### src/rtl/fault_resp_pkg.sv
package fault_resp_pkg;

    typedef enum logic [2:0] {
        ST_NORMAL   = 3'd0,
        ST_FAULT    = 3'd1,
        ST_RETRY    = 3'd2,
        ST_DEGRADED = 3'd3,
        ST_LATCHED  = 3'd4
    } resp_state_t;

    typedef enum logic [2:0] {
        ACT_RESUME   = 3'd0,
        ACT_SHUTDOWN = 3'd1,
        ACT_BACKOFF  = 3'd2,
        ACT_REENABLE = 3'd3,
        ACT_DERATE   = 3'd4,
        ACT_LATCH    = 3'd5
    } resp_action_t;

    // One cycle's decision of the sequencer
    typedef struct packed {
        resp_state_t nxt;
        logic        att_inc;
        logic        att_clr;
        logic        hold_start;
    } resp_step_t;

    localparam int DEF_CODE_W = 4;
    localparam int DEF_TMR_W  = 8;
    localparam int DEF_ATT_W  = 3;
    localparam int DEF_TS_W   = 16;

    function automatic resp_action_t action_for(resp_state_t from_st, resp_state_t to_st);
        resp_action_t a;
        case (to_st)
            ST_NORMAL:   a = (from_st == ST_RETRY) ? ACT_REENABLE : ACT_RESUME;
            ST_FAULT:    a = ACT_SHUTDOWN;
            ST_RETRY:    a = ACT_BACKOFF;
            ST_DEGRADED: a = ACT_DERATE;
            ST_LATCHED:  a = ACT_LATCH;
            default:     a = ACT_RESUME;
        endcase
        return a;
    endfunction

    function automatic logic output_on(resp_state_t s);
        return (s == ST_NORMAL) || (s == ST_DEGRADED);
    endfunction

    function automatic logic raises_irq(resp_state_t s);
        return (s == ST_FAULT) || (s == ST_LATCHED);
    endfunction

endpackage

### src/rtl/fault_resp_timer.sv
module fault_resp_timer #(
    parameter int W = 8
) (
    input  logic         clk,
    input  logic         rst,
    input  logic         restart,
    input  logic [W-1:0] limit,
    output logic         done
);
    localparam logic [W-1:0] CNT_MAX = '1;

    logic [W-1:0] cnt_q;

    always_ff @(posedge clk) begin
        if (rst || restart) begin
            cnt_q <= '0;
        end else if (cnt_q != CNT_MAX) begin
            cnt_q <= cnt_q + 1'b1;
        end
    end

    assign done = (cnt_q >= limit);

endmodule

### src/rtl/fault_resp_attempts.sv
module fault_resp_attempts #(
    parameter int W = 3
) (
    input  logic         clk,
    input  logic         rst,
    input  logic         inc,
    input  logic         clr,
    output logic [W-1:0] count,
    output logic [W-1:0] count_next
);
    localparam logic [W-1:0] CNT_MAX = '1;

    logic [W-1:0] cnt_q;

    always_comb begin
        count_next = cnt_q;
        if (clr) begin
            count_next = '0;
        end else if (inc && (cnt_q != CNT_MAX)) begin
            count_next = cnt_q + 1'b1;
        end
    end

    always_ff @(posedge clk) begin
        if (rst) begin
            cnt_q <= '0;
        end else begin
            cnt_q <= count_next;
        end
    end

    assign count = cnt_q;

endmodule

### src/rtl/fault_resp_log.sv
module fault_resp_log
    import fault_resp_pkg::*;
#(
    parameter int CODE_W = DEF_CODE_W,
    parameter int ATT_W  = DEF_ATT_W,
    parameter int TS_W   = DEF_TS_W
) (
    input  logic              clk,
    input  logic              rst,
    input  logic              fire,
    input  logic              irq_evt,
    input  logic [CODE_W-1:0] code,
    input  logic [ATT_W-1:0]  count,
    input  resp_action_t      action,
    input  resp_state_t       from_st,
    output logic              irq,
    output logic              log_valid,
    output logic [CODE_W-1:0] log_code,
    output logic [TS_W-1:0]   log_time,
    output logic [ATT_W-1:0]  log_count,
    output logic [2:0]        log_action,
    output logic [2:0]        log_state
);
    logic [TS_W-1:0] ts_q;

    always_ff @(posedge clk) begin
        if (rst) begin
            ts_q <= '0;
        end else begin
            ts_q <= ts_q + 1'b1;
        end
    end

    always_ff @(posedge clk) begin
        if (rst) begin
            irq        <= 1'b0;
            log_valid  <= 1'b0;
            log_code   <= '0;
            log_time   <= '0;
            log_count  <= '0;
            log_action <= '0;
            log_state  <= '0;
        end else begin
            irq       <= irq_evt;
            log_valid <= fire;
            if (fire) begin
                log_code   <= code;
                log_time   <= ts_q;
                log_count  <= count;
                log_action <= action;
                log_state  <= from_st;
            end
        end
    end

endmodule

### src/rtl/fault_resp_ctrl.sv
module fault_resp_ctrl
    import fault_resp_pkg::*;
#(
    parameter int CODE_W = DEF_CODE_W,
    parameter int TMR_W  = DEF_TMR_W,
    parameter int ATT_W  = DEF_ATT_W,
    parameter int TS_W   = DEF_TS_W
) (
    input  logic              clk,
    input  logic              rst,
    input  logic              fault_confirm,
    input  logic [CODE_W-1:0] fault_code,
    input  logic              temp_ok,
    input  logic              v_ok,
    input  logic              policy_degrade,
    input  logic              auto_recover,
    input  logic              svc_clear,
    input  logic [TMR_W-1:0]  retry_interval,
    input  logic [TMR_W-1:0]  hold_window,
    input  logic [ATT_W-1:0]  max_attempts,
    output logic              ch_enable,
    output logic              derate_req,
    output logic [2:0]        state_o,
    output logic              irq,
    output logic              log_valid,
    output logic [CODE_W-1:0] log_code,
    output logic [TS_W-1:0]   log_time,
    output logic [ATT_W-1:0]  log_count,
    output logic [2:0]        log_action,
    output logic [2:0]        log_state
);
    resp_state_t       st_q;
    resp_step_t        step;
    logic              healthy;
    logic              moving;
    logic              wait_done;
    logic              hold_done;
    logic              hold_active_q;
    logic [CODE_W-1:0] code_q;
    logic [CODE_W-1:0] rec_code;
    logic [ATT_W-1:0]  att_q;
    logic [ATT_W-1:0]  att_next;

    assign healthy = temp_ok && v_ok;

    // Next-state decision
    always_comb begin
        step.nxt        = st_q;
        step.att_inc    = 1'b0;
        step.att_clr    = 1'b0;
        step.hold_start = 1'b0;
        unique case (st_q)
            ST_NORMAL: begin
                if (fault_confirm) begin
                    step.nxt = ST_FAULT;
                end else if (hold_active_q && hold_done) begin
                    step.att_clr = 1'b1;
                end
            end
            ST_FAULT: begin
                if (policy_degrade) begin
                    step.nxt = ST_DEGRADED;
                end else if (att_q >= max_attempts) begin
                    step.nxt = ST_LATCHED;
                end else begin
                    step.nxt = ST_RETRY;
                end
            end
            ST_RETRY: begin
                if (wait_done && healthy) begin
                    step.nxt        = ST_NORMAL;
                    step.att_inc    = 1'b1;
                    step.hold_start = 1'b1;
                end
            end
            ST_DEGRADED: begin
                if (svc_clear) begin
                    step.nxt     = ST_NORMAL;
                    step.att_clr = 1'b1;
                end
            end
            ST_LATCHED: begin
                if (svc_clear || (auto_recover && wait_done && healthy)) begin
                    step.nxt     = ST_NORMAL;
                    step.att_clr = 1'b1;
                end
            end
            default: begin
                step.nxt = ST_NORMAL;
            end
        endcase
    end

    assign moving   = (step.nxt != st_q);
    assign rec_code = (st_q == ST_NORMAL) ? fault_code : code_q;

    always_ff @(posedge clk) begin
        if (rst) begin
            st_q          <= ST_NORMAL;
            code_q        <= '0;
            hold_active_q <= 1'b0;
        end else begin
            st_q <= step.nxt;
            if ((st_q == ST_NORMAL) && fault_confirm) begin
                code_q <= fault_code;
            end
            if (step.hold_start) begin
                hold_active_q <= 1'b1;
            end else if (step.att_clr || (moving && (st_q == ST_NORMAL))) begin
                hold_active_q <= 1'b0;
            end
        end
    end

    // Time spent in the current state
    fault_resp_timer #(.W(TMR_W)) u_wait (
        .clk     (clk),
        .rst     (rst),
        .restart (moving),
        .limit   (retry_interval),
        .done    (wait_done)
    );

    // Time since the last re-enable
    fault_resp_timer #(.W(TMR_W)) u_hold (
        .clk     (clk),
        .rst     (rst),
        .restart (step.hold_start),
        .limit   (hold_window),
        .done    (hold_done)
    );

    fault_resp_attempts #(.W(ATT_W)) u_att (
        .clk        (clk),
        .rst        (rst),
        .inc        (step.att_inc),
        .clr        (step.att_clr),
        .count      (att_q),
        .count_next (att_next)
    );

    fault_resp_log #(
        .CODE_W (CODE_W),
        .ATT_W  (ATT_W),
        .TS_W   (TS_W)
    ) u_log (
        .clk        (clk),
        .rst        (rst),
        .fire       (moving),
        .irq_evt    (moving && raises_irq(step.nxt)),
        .code       (rec_code),
        .count      (att_next),
        .action     (action_for(st_q, step.nxt)),
        .from_st    (st_q),
        .irq        (irq),
        .log_valid  (log_valid),
        .log_code   (log_code),
        .log_time   (log_time),
        .log_count  (log_count),
        .log_action (log_action),
        .log_state  (log_state)
    );

    assign state_o    = st_q;
    assign ch_enable  = output_on(st_q);
    assign derate_req = (st_q == ST_DEGRADED);

endmodule

### config.mk
export PLATFORM = sky130hd
export DESIGN_NAME = fault_resp_ctrl
export DESIGN_NICKNAME = d
export VERILOG_FILES = /design/src/rtl/fault_resp_pkg.sv /design/src/rtl/fault_resp_timer.sv /design/src/rtl/fault_resp_attempts.sv /design/src/rtl/fault_resp_log.sv /design/src/rtl/fault_resp_ctrl.sv
export SDC_FILE = /design/constraint.sdc
export NUM_CORES = 1
export LEC_CHECK = 0
export ABC_AREA = 1
export CAP_MARGIN = 20
export CORE_MARGIN = 2
export CORE_UTILIZATION = 50
export CTS_BUF_LIST = sky130_fd_sc_hd__clkbuf_8
export DETAILED_ROUTE_END_ITERATION = 6
export PLACE_DENSITY = 0.82
export SYNTH_ARGS = -nofsm -noshare
export SYNTH_HDL_FRONTEND = slang
export SYNTH_SLANG_ARGS = --single-unit
### constraint.sdc
create_clock -name clk -period 4.7 [get_ports clk]
set_input_delay 0.94 -clock clk [delete_from_list [all_inputs] [get_ports clk]]
set_output_delay 0.94 -clock clk [all_outputs]
set_load 0.005 [all_outputs]
==> qor.yml <==
synth:
  ys_types: 37
  synth_mux_area_share_pct: 0.274
  synth_edf_count: 0
  ys_ff_latch: 74
  postSynthCellCount: 492
  synth-xor-area-share_pct: 2.40
  synthAdderAreaFrac_pct: 8.23
  synth_seq_area_share_pct: 40.6
  synth_compound_gate_area_share_pct: 7.16
  synth_top_family_by_area: "simple AND/OR/NAND/NOR gates"
  synth.net_count: 547
  synth_simple_gate_area_share_pct: 32.1
  yosysWarnings: 0
  syn_area_per_cell_sq_um: 7.42
  netlist_area_sq_um: 3650
  synthArstFlopShare_pct: 0
  ys.flop_type: "dfxtp_1"
clock_network:
  cts_setup_buffers: 0
  clock_tree.root_cell: "clkbuf_8"
  cts_sinks: 74
  cts_made_buffers: 9
  clkTransAtPathRegs_ps: 70
  clockBufferDepth: 2
  ctsHoldBuffers: 0
  cts_resized: 0
  cts.htree.levels: 3
  clk_latency_ps: 350
  tritoncts: "yes"
floorplanning:
  core_area_sq_um: 7180
  die_x_um: 89.4
  rows: 31
  die-area_sq_um: 8000
  io_pins: 67
  die_h_um: 89.4
  floorplan.initialDensity_pct: 50.9
timing:
  setup_violations: 0
  tns_ps: 0
  maxSlewHeadroom_pct: 53.7
  skew_ps: 10.6
  finalHoldViolCount: 0
  finalMaxSlewViolations: 0
  layout_min_cycle_time_ps: 3330
  fmax_ghz: 0.300
  tightest_slew_ps: 689
  rsz0062_at_grt: "no"
  hold_slack_ps: 449
  setup_slack_ps: 1370
  post-route-period-util_pct: 70.9
layout:
  final_common_cell: "nand2_1"
  area_growth_syn_to_layout_pct: 25.1
  fin_nets: 615
  fin_util_pct: 63.6
  drive_gt1_share_pct: 6.73
  layout_common_cells: "nand2_1 (121), dfxtp_1 (74), clkdlybuf4s50_1 (66)"
  fill_cells: 623
  antenna_cells: 0
  finalInstanceArea_sq_um: 4570
  final_cells: 664
critical_path:
  cpPeakStageDelay_ps: 450
  cp-start-kind: "primary input"
  worst-path-buf-inv: 3
  cp_max_fo: 29
  critPathTopFamily: "simple AND/OR/NAND/NOR gates"
  cp_cell_sequence: "clkdlybuf4s50_1 -> inv_1 -> ha_1 -> nand2_1 -> nand2_1 -> nor2_1 -> nand2_1 -> nand2_1 -> nand2_2 -> nand3_1 -> nand4_1 -> nand3_1 -> nand2_4 -> nor2_8 -> inv_2 -> nor2_1"
  worstPathRequired_ps: 4980
  worstSetupPathType: "in -> reg"
  crit_path_frequent_cell: "nand2_1"
  crit_path_top_delay_cell: "clkdlybuf4s50_1"
  arrival_ps: 3610
  worstSetupEndpointType: "flip-flop"
pwr:
  p_leak_nw: 2.05
  finalPower_mw: 1.39
  powerDensity_nw_per_um2: 305
  ir_drop_v: 0.000267
global_routing:
  grt_busiest_layer: "met2"
  grt_max_degree: 30
  met1_usage_pct: 24.5
  use_met2_pct: 37.0
  grt_first_pass_wirelength_um: 13300
  grt_pass1_vias: 3225
  antenna_found_initial: 0
  grt_use_met3_pct: 6.37
  overflow: 0
  grt_usage_pct: 21.1
detailed_routing:
  dr.pass1.iters: 5
  post-route-drc-count: 0
  avgRoutedWirePerCell_um: 11.8
  routed_wl_um: 7870
  drtIter0Drc: 144
  vias_per_cell: 4.97
  ant_nets: 0
  vias: 3302
placement:
  dpl_cell_area_sq_um: 4360
  io_buffers: 66
  post-place-ws_ps: 987
  dp_cells: 648
  place_hpwl_um: 5810
  place.gp.congestion: 0.918
min_path:
  hold_class: "reg -> reg"
run_status:
  run_status: "finished, final reports clean"
flow_run:
  cap_violations: 0
-- per-layer routing --
layer  wire, um  share of wire, %
met4        119               1.5
met1       3540                45
met5          0                 0
met2       3790                48
met3        416               5.3
-- flip-flops by register name, summed over array words and instances (netlist names) --
register          flops
u_log.log_action      3
u_log.ts_q           16
state_o               3
u_wait.cnt_q          8
code_q                4
u_log.log_valid       1
u_log.log_count       3
u_log.log_code        4
u_att.count           3
u_hold.cnt_q          8
u_log.irq             1
hold_active_q         1
u_log.log_state       3
u_log.log_time       16
-- kinds of logic after synthesis --
group | after synthesis
AND/OR/NAND/NOR | 256
buffers and inverters | 78
flip-flops | 74
AO/OA/AOI/OAI | 49
adder cells (fa/ha/maj) | 24
XOR/XNOR | 10
multiplexers | 1
-- synthesized netlist by cell type, types with 5 or more instances --
master,count,area (sq um)
a21oi_1,30,150
dfxtp_1,74,1480
ha_1,24,300
inv_1,63,236
nand2_1,121,454
nand3_1,42,210
nand3_2,5,50.1
nand4_1,12,75.1
nor2_1,47,176
nor3_1,11,55.1
o21ai_0,12,60.1
xor2_1,8,70.1
-- layout make-up --
type                       instances  area (sq um)  area share, %
multi-input combinational        340          1830           40.1
timing repair buffer              68           676           14.8
clock inverter                     6          65.1           1.42
clock buffer                      10           138           3.01
sequential                        74          1480           32.4
inverter                          67           253           5.53
tap                               99           124           2.71
-- power by group --
| part | internal (mW) | switching (mW) | leakage (nW) |
|---|---|---|---|
| registers | 0.652 | 0.0191 | 0.600 |
| logic | 0.0969 | 0.126 | 1.34 |
| clock network | 0.260 | 0.238 | 0.103 |
| total | 1.01 | 0.383 | 2.05 |
-- final timing paths --
check / startpoint / end / slack [ps] / cells after the start
max: retry_interval[3] / u_wait.cnt_q[2] / 1370 / 16
min: u_log.log_time[11] / u_log.log_time[11] / 450 / 2
max reg2reg: u_wait.cnt_q[3] / u_wait.cnt_q[2] / 2060 / 14
min reg2reg: u_log.log_time[11] / u_log.log_time[11] / 450 / 2
-- tightest hold or removal path, stage by stage, from the launching register on --
cell     delay [ps]
dfxtp_1         330
nand2_1          50
nand2_1          40
Note: power is estimated with default switching activity, not from simulation.
